[src/rtl/lcdt_pkg.sv]
package lcdt_pkg;
  localparam int CW = 16;
  localparam int FW = 32;
  localparam int PW = 24;

  typedef struct packed {
    logic [CW-1:0] line_len;
    logic [CW-1:0] frame_len;
    logic [CW-1:0] hs_width;
    logic [CW-1:0] h_delay;
    logic [CW-1:0] h_active;
    logic [FW-1:0] vs_width;
    logic [CW-1:0] v_delay;
    logic [CW-1:0] v_active;
  } scan_cfg_t;
endpackage

[src/rtl/lcdt_clkdiv.sv]
module lcdt_clkdiv #(
  parameter int DW = 16
) (
  input  logic          clk,
  input  logic          rst,
  input  logic          en,
  input  logic [DW-1:0] div,
  output logic          pclk,
  output logic          tick
);
  logic [DW-1:0] cnt;
  logic          wrap;

  assign wrap = (cnt == div);
  // a sample step happens where pclk goes high -> low
  assign tick = en && wrap && pclk;

  always_ff @(posedge clk) begin
    if (rst || !en) begin
      cnt  <= '0;
      pclk <= 1'b0;
    end else if (wrap) begin
      cnt  <= '0;
      pclk <= ~pclk;
    end else begin
      cnt  <= cnt + 1'b1;
    end
  end

  p_toggle_at_limit_r1: assert property (@(posedge clk) disable iff (rst)
    (en && $past(en) && (pclk != $past(pclk))) |-> ($past(cnt) == $past(div)));

  p_idle_low_r10: assert property (@(posedge clk) disable iff (rst)
    !en |=> !pclk);
endmodule

[src/rtl/lcdt_scan.sv]
module lcdt_scan
  import lcdt_pkg::*;
(
  input  logic          clk,
  input  logic          rst,
  input  logic          en,
  input  logic          tick,
  input  scan_cfg_t     cfg,
  output logic [CW-1:0] hcnt,
  output logic [CW-1:0] vcnt,
  output logic [FW-1:0] fcnt
);
  logic line_end, frame_end;

  assign line_end  = (hcnt >= cfg.line_len - 1'b1);
  assign frame_end = (vcnt >= cfg.frame_len - 1'b1);

  always_ff @(posedge clk) begin
    if (rst || !en) begin
      hcnt <= '0;
      vcnt <= '0;
      fcnt <= '0;
    end else if (tick) begin
      if (line_end) begin
        hcnt <= '0;
        if (frame_end) begin
          vcnt <= '0;
          fcnt <= '0;
        end else begin
          vcnt <= vcnt + 1'b1;
          fcnt <= fcnt + 1'b1;
        end
      end else begin
        hcnt <= hcnt + 1'b1;
        fcnt <= fcnt + 1'b1;
      end
    end
  end

  p_line_wrap_r3: assert property (@(posedge clk) disable iff (rst)
    (en && tick && hcnt == cfg.line_len - 1'b1) |=> (!en || hcnt == '0));

  p_frame_wrap_r4: assert property (@(posedge clk) disable iff (rst)
    (en && tick && line_end && vcnt == cfg.frame_len - 1'b1) |=> (!en || (vcnt == '0 && fcnt == '0)));
endmodule

[src/rtl/lcdt_outstage.sv]
module lcdt_outstage
  import lcdt_pkg::*;
(
  input  logic          clk,
  input  logic          rst,
  input  logic          en,
  input  logic          tick,
  input  scan_cfg_t     cfg,
  input  logic          mode_rgb666,
  input  logic [CW-1:0] hcnt,
  input  logic [CW-1:0] vcnt,
  input  logic [FW-1:0] fcnt,
  input  logic [PW-1:0] pix_in,
  output logic          hsync,
  output logic          vsync,
  output logic          de,
  output logic [CW-1:0] pos_x,
  output logic [CW-1:0] pos_y,
  output logic          pix_req,
  output logic [PW-1:0] rgb_out
);
  logic [CW:0]   h_ext, h_nxt, v_ext, h_lo, h_hi, v_lo, v_hi;
  logic          h_win, h_win_nxt, v_win;
  logic [PW-1:0] pix_fmt;

  always_comb begin
    h_ext     = {1'b0, hcnt};
    h_nxt     = h_ext + 1'b1;
    v_ext     = {1'b0, vcnt};
    h_lo      = {1'b0, cfg.h_delay};
    h_hi      = h_lo + {1'b0, cfg.h_active};
    v_lo      = {1'b0, cfg.v_delay};
    v_hi      = v_lo + {1'b0, cfg.v_active};
    h_win     = (h_ext >= h_lo) && (h_ext < h_hi);
    h_win_nxt = (h_nxt >= h_lo) && (h_nxt < h_hi);
    v_win     = (v_ext >= v_lo) && (v_ext < v_hi);
    if (mode_rgb666)
      pix_fmt = {6'd0, pix_in[23:18], pix_in[15:10], pix_in[7:2]};
    else
      pix_fmt = pix_in;
  end

  always_ff @(posedge clk) begin
    if (rst || !en) begin
      hsync   <= 1'b0;
      vsync   <= 1'b0;
      de      <= 1'b0;
      pos_x   <= '0;
      pos_y   <= '0;
      pix_req <= 1'b0;
      rgb_out <= '0;
    end else if (tick) begin
      hsync   <= (hcnt < cfg.hs_width);
      vsync   <= (fcnt < cfg.vs_width);
      de      <= h_win && v_win;
      pix_req <= h_win_nxt && v_win;
      pos_x   <= (h_win && v_win) ? hcnt - cfg.h_delay : '0;
      pos_y   <= (h_win && v_win) ? vcnt - cfg.v_delay : '0;
      rgb_out <= (h_win && v_win) ? pix_fmt : '0;
    end
  end

  p_hold_between_r2: assert property (@(posedge clk) disable iff (rst)
    (en && !tick) |=> (!en || ($stable(de) && $stable(hsync) && $stable(vsync) && $stable(rgb_out))));

  p_idle_quiet_r10: assert property (@(posedge clk) disable iff (rst)
    !en |=> (!hsync && !vsync && !de && !pix_req));

  p_blank_rgb_r8: assert property (@(posedge clk) disable iff (rst)
    !de |-> (rgb_out == '0));

  p_blank_coord_r6: assert property (@(posedge clk) disable iff (rst)
    !de |-> (pos_x == '0 && pos_y == '0));

  p_narrow_bus_r9: assert property (@(posedge clk) disable iff (rst)
    (tick && mode_rgb666) |=> (!en || rgb_out[23:18] == 6'd0));
endmodule

[src/rtl/lcd_timing_gen.sv]
module lcd_timing_gen
  import lcdt_pkg::*;
(
  input  logic          clk,
  input  logic          rst,
  input  logic          enable,
  input  logic [15:0]   clk_div,
  input  logic [15:0]   line_len,
  input  logic [15:0]   frame_len,
  input  logic [15:0]   hs_width,
  input  logic [15:0]   h_delay,
  input  logic [15:0]   h_active,
  input  logic [31:0]   vs_width,
  input  logic [15:0]   v_delay,
  input  logic [15:0]   v_active,
  input  logic          mode_rgb666,
  input  logic [23:0]   pix_in,
  output logic          pix_clk,
  output logic          hsync,
  output logic          vsync,
  output logic          de,
  output logic [15:0]   pos_x,
  output logic [15:0]   pos_y,
  output logic          pix_req,
  output logic [23:0]   rgb_out
);
  scan_cfg_t     cfg;
  logic          tick;
  logic [CW-1:0] hcnt, vcnt;
  logic [FW-1:0] fcnt;

  assign cfg = '{line_len: line_len, frame_len: frame_len, hs_width: hs_width,
                 h_delay: h_delay, h_active: h_active, vs_width: vs_width,
                 v_delay: v_delay, v_active: v_active};

  lcdt_clkdiv #(.DW(16)) u_div (
    .clk(clk), .rst(rst), .en(enable), .div(clk_div), .pclk(pix_clk), .tick(tick)
  );

  lcdt_scan u_scan (
    .clk(clk), .rst(rst), .en(enable), .tick(tick), .cfg(cfg),
    .hcnt(hcnt), .vcnt(vcnt), .fcnt(fcnt)
  );

  lcdt_outstage u_out (
    .clk(clk), .rst(rst), .en(enable), .tick(tick), .cfg(cfg),
    .mode_rgb666(mode_rgb666), .hcnt(hcnt), .vcnt(vcnt), .fcnt(fcnt),
    .pix_in(pix_in), .hsync(hsync), .vsync(vsync), .de(de),
    .pos_x(pos_x), .pos_y(pos_y), .pix_req(pix_req), .rgb_out(rgb_out)
  );
endmodule

[config.mk]
export PLATFORM = sky130hd
export DESIGN_NAME = lcd_timing_gen
export DESIGN_NICKNAME = d
export VERILOG_FILES = /design/src/rtl/lcdt_pkg.sv /design/src/rtl/lcdt_clkdiv.sv /design/src/rtl/lcdt_scan.sv /design/src/rtl/lcdt_outstage.sv /design/src/rtl/lcd_timing_gen.sv
export SDC_FILE = /design/constraint.sdc
export NUM_CORES = 1
export LEC_CHECK = 0
export ABC_AREA = 1
export ABC_CLOCK_PERIOD_IN_PS = 8800
export BUFFER_PORTS_ARGS = -buffer_cell sky130_fd_sc_hd__buf_2
export CAP_MARGIN = 20
export CELL_PAD_IN_SITES_DETAIL_PLACEMENT = 0
export CELL_PAD_IN_SITES_GLOBAL_PLACEMENT = 1
export CORE_MARGIN = 3
export CORE_UTILIZATION = 30
export CTS_CLUSTER_DIAMETER = 200
export DETAILED_ROUTE_END_ITERATION = 6
export GPL_ROUTABILITY_DRIVEN = 0
export MAX_ROUTING_LAYER = met4
export PLACE_DENSITY_LB_ADDON = 0.05
export SETUP_SLACK_MARGIN = 0.5
export SLEW_MARGIN = 20
export SYNTH_ARGS = -nofsm -noshare
export SYNTH_HDL_FRONTEND = slang
export SYNTH_SLANG_ARGS = --single-unit
[constraint.sdc]
create_clock -name clk -period 8.8 [get_ports clk]
set_clock_uncertainty 0.05 [all_clocks]
set_input_delay 0.88 -clock clk [delete_from_list [all_inputs] [get_ports clk]]
set_output_delay 0.88 -clock clk [all_outputs]
set_load 0.02 [all_outputs]
==> flow_metrics.py <==
metrics = {
    "worst_setup_path": {
        "end_kind": "flip-flop",
        "worstPathCellList": "buf_2, inv_1, ha_1, nand2_1, nor3_1, nand2_1, nor2_1, nand2_1, nor2_1, inv_1, or2_2, nor2_1, xnor2_1, ha_1, nand2_1, nor2_1, nand4_1, o311ai_1, a21oi_2, inv_2, nor3_1",
        "critical-path-slowest-cell": "o311ai_1",
        "reg2reg_slack_ns": 5.01,
        "critPathLaunchType": "primary input",
        "slowest_delay_ns": 0.85,
        "critPathArrivalTime_ns": 5.14,
        "reg2reg_depth": 14,
        "cp.required_ns": 9.04,
        "cp_max_fo": 40,
        "r2r-end": "u_out.pix_req$_SDFFE_PP0P_",
        "critical_path_class": "primary input to flip-flop",
        "r2r_start": "u_scan.hcnt[1]$_SDFFE_PP0P_",
    },
    "clock_tree": {
        "clock_sinks": 141,
        "ctsResizeCount": 0,
        "htreeDepth": 4,
        "cts-root-buf": "clkbuf_16",
        "clk_latency_ns": 0.45,
        "cts_buffer_depth": 2,
        "cts_tree": "yes",
        "path_clk_slew_ns": 0.06,
        "cts_buffers": 17,
        "cts_hold_buffers": 0,
        "postCtsSetupBuffers": 0,
    },
    "global_route": {
        "grt_max_degree": 68,
        "overflow": 0,
        "antenna_found_initial": 2,
        "grt_pass1_wl_mm": 68.7,
        "grt.total_usage_pct": 18.7,
        "grt_pass1_vias": 12900,
    },
    "yosys": {
        "yosysWarnings": 0,
        "netlist-cell-type-count": 51,
        "ys_ff_latch": 141,
        "synth_edf_count": 0,
        "synthArstFlopShare_pct": 0,
        "netlist_instances": 1956,
        "syn-mean-instance-area_um2": 6.92,
        "synth_flop_cell": "dfxtp_1",
        "synth_nets": 2354,
        "ys_seq_area_share_pct": 20.9,
        "synth_area_um2": 13500,
    },
    "floorplan": {
        "die-area_um2": 47700,
        "io_pins": 249,
        "chipHeight_um": 218,
        "die_w_um": 218,
        "rows": 77,
        "start_util_pct": 30.5,
        "coreArea_um2": 44400,
    },
    "status": {
        "status": "finished, final reports clean",
    },
    "cells_and_area": {
        "fillCellCount": 4840,
        "final_common_cell": "nand2_1",
        "mostFrequentLayoutCells": "nand2_1 (380), inv_1 (272), buf_2 (248)",
        "final_nets": 2587,
        "syn_to_final_growth_pct": 17.6,
        "fin_area_um2": 15900,
        "final_cells": 2796,
        "drive_gt1_share_pct": 16.5,
        "final_util_pct": 35.8,
    },
    "sta": {
        "finalMaxSlewViolations": 0,
        "period_minus_slack_ns": 4.90,
        "hold_violations": 0,
        "setup_ws_ns": 3.90,
        "rsz0062_at_grt": "false",
        "fin_crit_sh_pct": 55.7,
        "fmax_mhz": 204,
        "slew_headroom_pct": 33.8,
        "setup_violations": 0,
        "setup_tns_ns": 0,
        "tightest_slew_ns": 0.978,
    },
    "min_path": {
        "hp-start": "u_out.rgb_out[7]$_SDFFE_PP0P_",
        "min_to": "u_out.rgb_out[7]$_SDFFE_PP0P_",
        "min-delay-path-class": "flip-flop to flip-flop",
        "hold_depth": 2,
    },
    "placed_design": {
        "port_buffers": 248,
        "placed_cells": 2762,
        "place_hpwl_mm": 35.8,
        "dpl_cell_area_um2": 15300,
        "dp_slack_ns": 3.42,
    },
    "detailed_routing": {
        "first_iter_violations": 718,
        "first_pass_iters": 5,
        "wl_per_cell_um": 15.7,
        "drcViolationCount": 0,
        "ant_nets": 0,
        "finalWirelength_mm": 43.9,
        "vias": 13300,
        "viasPerCell": 4.74,
    },
    "power_and_ir_drop": {
        "leakage_uw": 0.00771,
        "power.density_nw_per_um2": 107,
        "max-vdd-ir-drop_mv": 0.138,
    },
    "run": {
        "drv_cap": 0,
    },
}
critical path: cells and delay by family:
family	cells	cell delay, ns
adder cells (fa/ha/maj)	2	0.46
XOR/XNOR	1	0.08
AO/OA/AOI/OAI	2	1.05
buffers and inverters	4	0.86
AND/OR/NAND/NOR	12	1.76
logic make-up (layout without fill, tap and decap cells):
| kind of cell | count (synthesis) | count (layout) | synth area share, % |
|---|---|---|---|
| compound gates | 327 | 327 | 13.9 |
| xor+xnor | 125 | 125 | 8.09 |
| fa+ha+maj | 210 | 210 | 19.6 |
| buf+inv | 314 | 559 | 9.25 |
| flops | 141 | 141 | 20.9 |
| mux | 4 | 4 | 0.333 |
| other cells | 0 | 3 | 0 |
| simple gates | 835 | 835 | 27.9 |
synth_stat cells, drive strengths merged, types with 2 or more instances:
library cell  instances  area (um2)
inv                 275        1030
clkbuf               18        67.6
buf                  21         150
mux2                  4        45.0
a21boi                2        15.0
or2                   8        50.1
nand2               383        1450
a211oi                9        67.6
o21ai                55         275
nor4                 11        68.8
nor2                191         756
nand4                39         244
o31ai                 4        30.0
xor2                 97         850
nor3                 56         280
ha                  206        2580
o21a                  6        45.0
nand3               131         811
a21oi               213        1160
o211ai                6        45.0
a31oi                 3        18.8
a221oi                8        70.1
fa                    4        80.1
nor3b                13         103
o21bai                4        30.0
a21o                  6        45.0
xnor2                28         245
o22ai                 8        50.1
dfxtp               141        2820
sequential cells by signal, summed over array words and instances, names as in the netlist:
register / flops
u_scan.fcnt: 32
u_out.pos_y: 16
u_out.pix_req: 1
u_out.pos_x: 16
u_out.de: 1
u_div.cnt: 16
u_scan.vcnt: 16
u_out.vsync: 1
u_scan.hcnt: 16
u_out.rgb_out: 24
u_out.hsync: 1
u_div.pclk: 1
through the flow:
step | hold WS [ns] | power, uW
6_report | 0.412 | 1710
5_1_grt | 0.428 | 1810
4_1_cts | 0.413 | 1740
3_5_place_dp | 0.403 | 986
3_3_place_gp | 0.400 | 986
2_1_floorplan | 0.390 | 872
final cells by class:
cell class                      count  area, um2  share of cell area (%)
Tap cell                          592        741                    4.65
Inverter                          275       1030                    6.50
Timing Repair Buffer              253       1280                    8.03
Clock inverter                     12        140                   0.880
Multi-Input combinational cell   1501       9460                    59.4
Clock buffer                       19        433                    2.72
Antenna cell                        3       7.51                  0.0472
Sequential cell                   141       2820                    17.7
routing by layer:
metal  track usage [%]  vias up  part of all wire (%)
li1                  -     7012                     -
met1              25.2     5964                    50
met2              29.2      257                    44
met3              4.16       31                   5.7
met4              3.35        0                   1.0
met5                 -        -                     0
worst max-delay path by stage:
stage                                         endpoint  slack, ns         start  cells after the start
final                     u_scan.fcnt[15]$_SDFFE_PP0P_       3.90  frame_len[0]                     21
after global routing      u_scan.vcnt[12]$_SDFFE_PP0P_       3.43  frame_len[0]                     21
after CTS                 u_scan.vcnt[12]$_SDFFE_PP0P_       3.88  frame_len[0]                     21
after detailed placement  u_scan.fcnt[15]$_SDFFE_PP0P_       3.42  frame_len[0]                     21
after global placement    u_scan.fcnt[15]$_SDFFE_PP0P_       3.48  frame_len[0]                     21
after floorplan           u_scan.fcnt[15]$_SDFFE_PP0P_       4.84  frame_len[0]                     21
power breakdown:
part / total (uW) / switching (uW) / internal (uW)
logic: 331 / 201 / 130
registers: 639 / 0.556 / 638
clock network: 736 / 317 / 419
total: 1710 / 519 / 1190
Power figures use the tool's default switching activity.
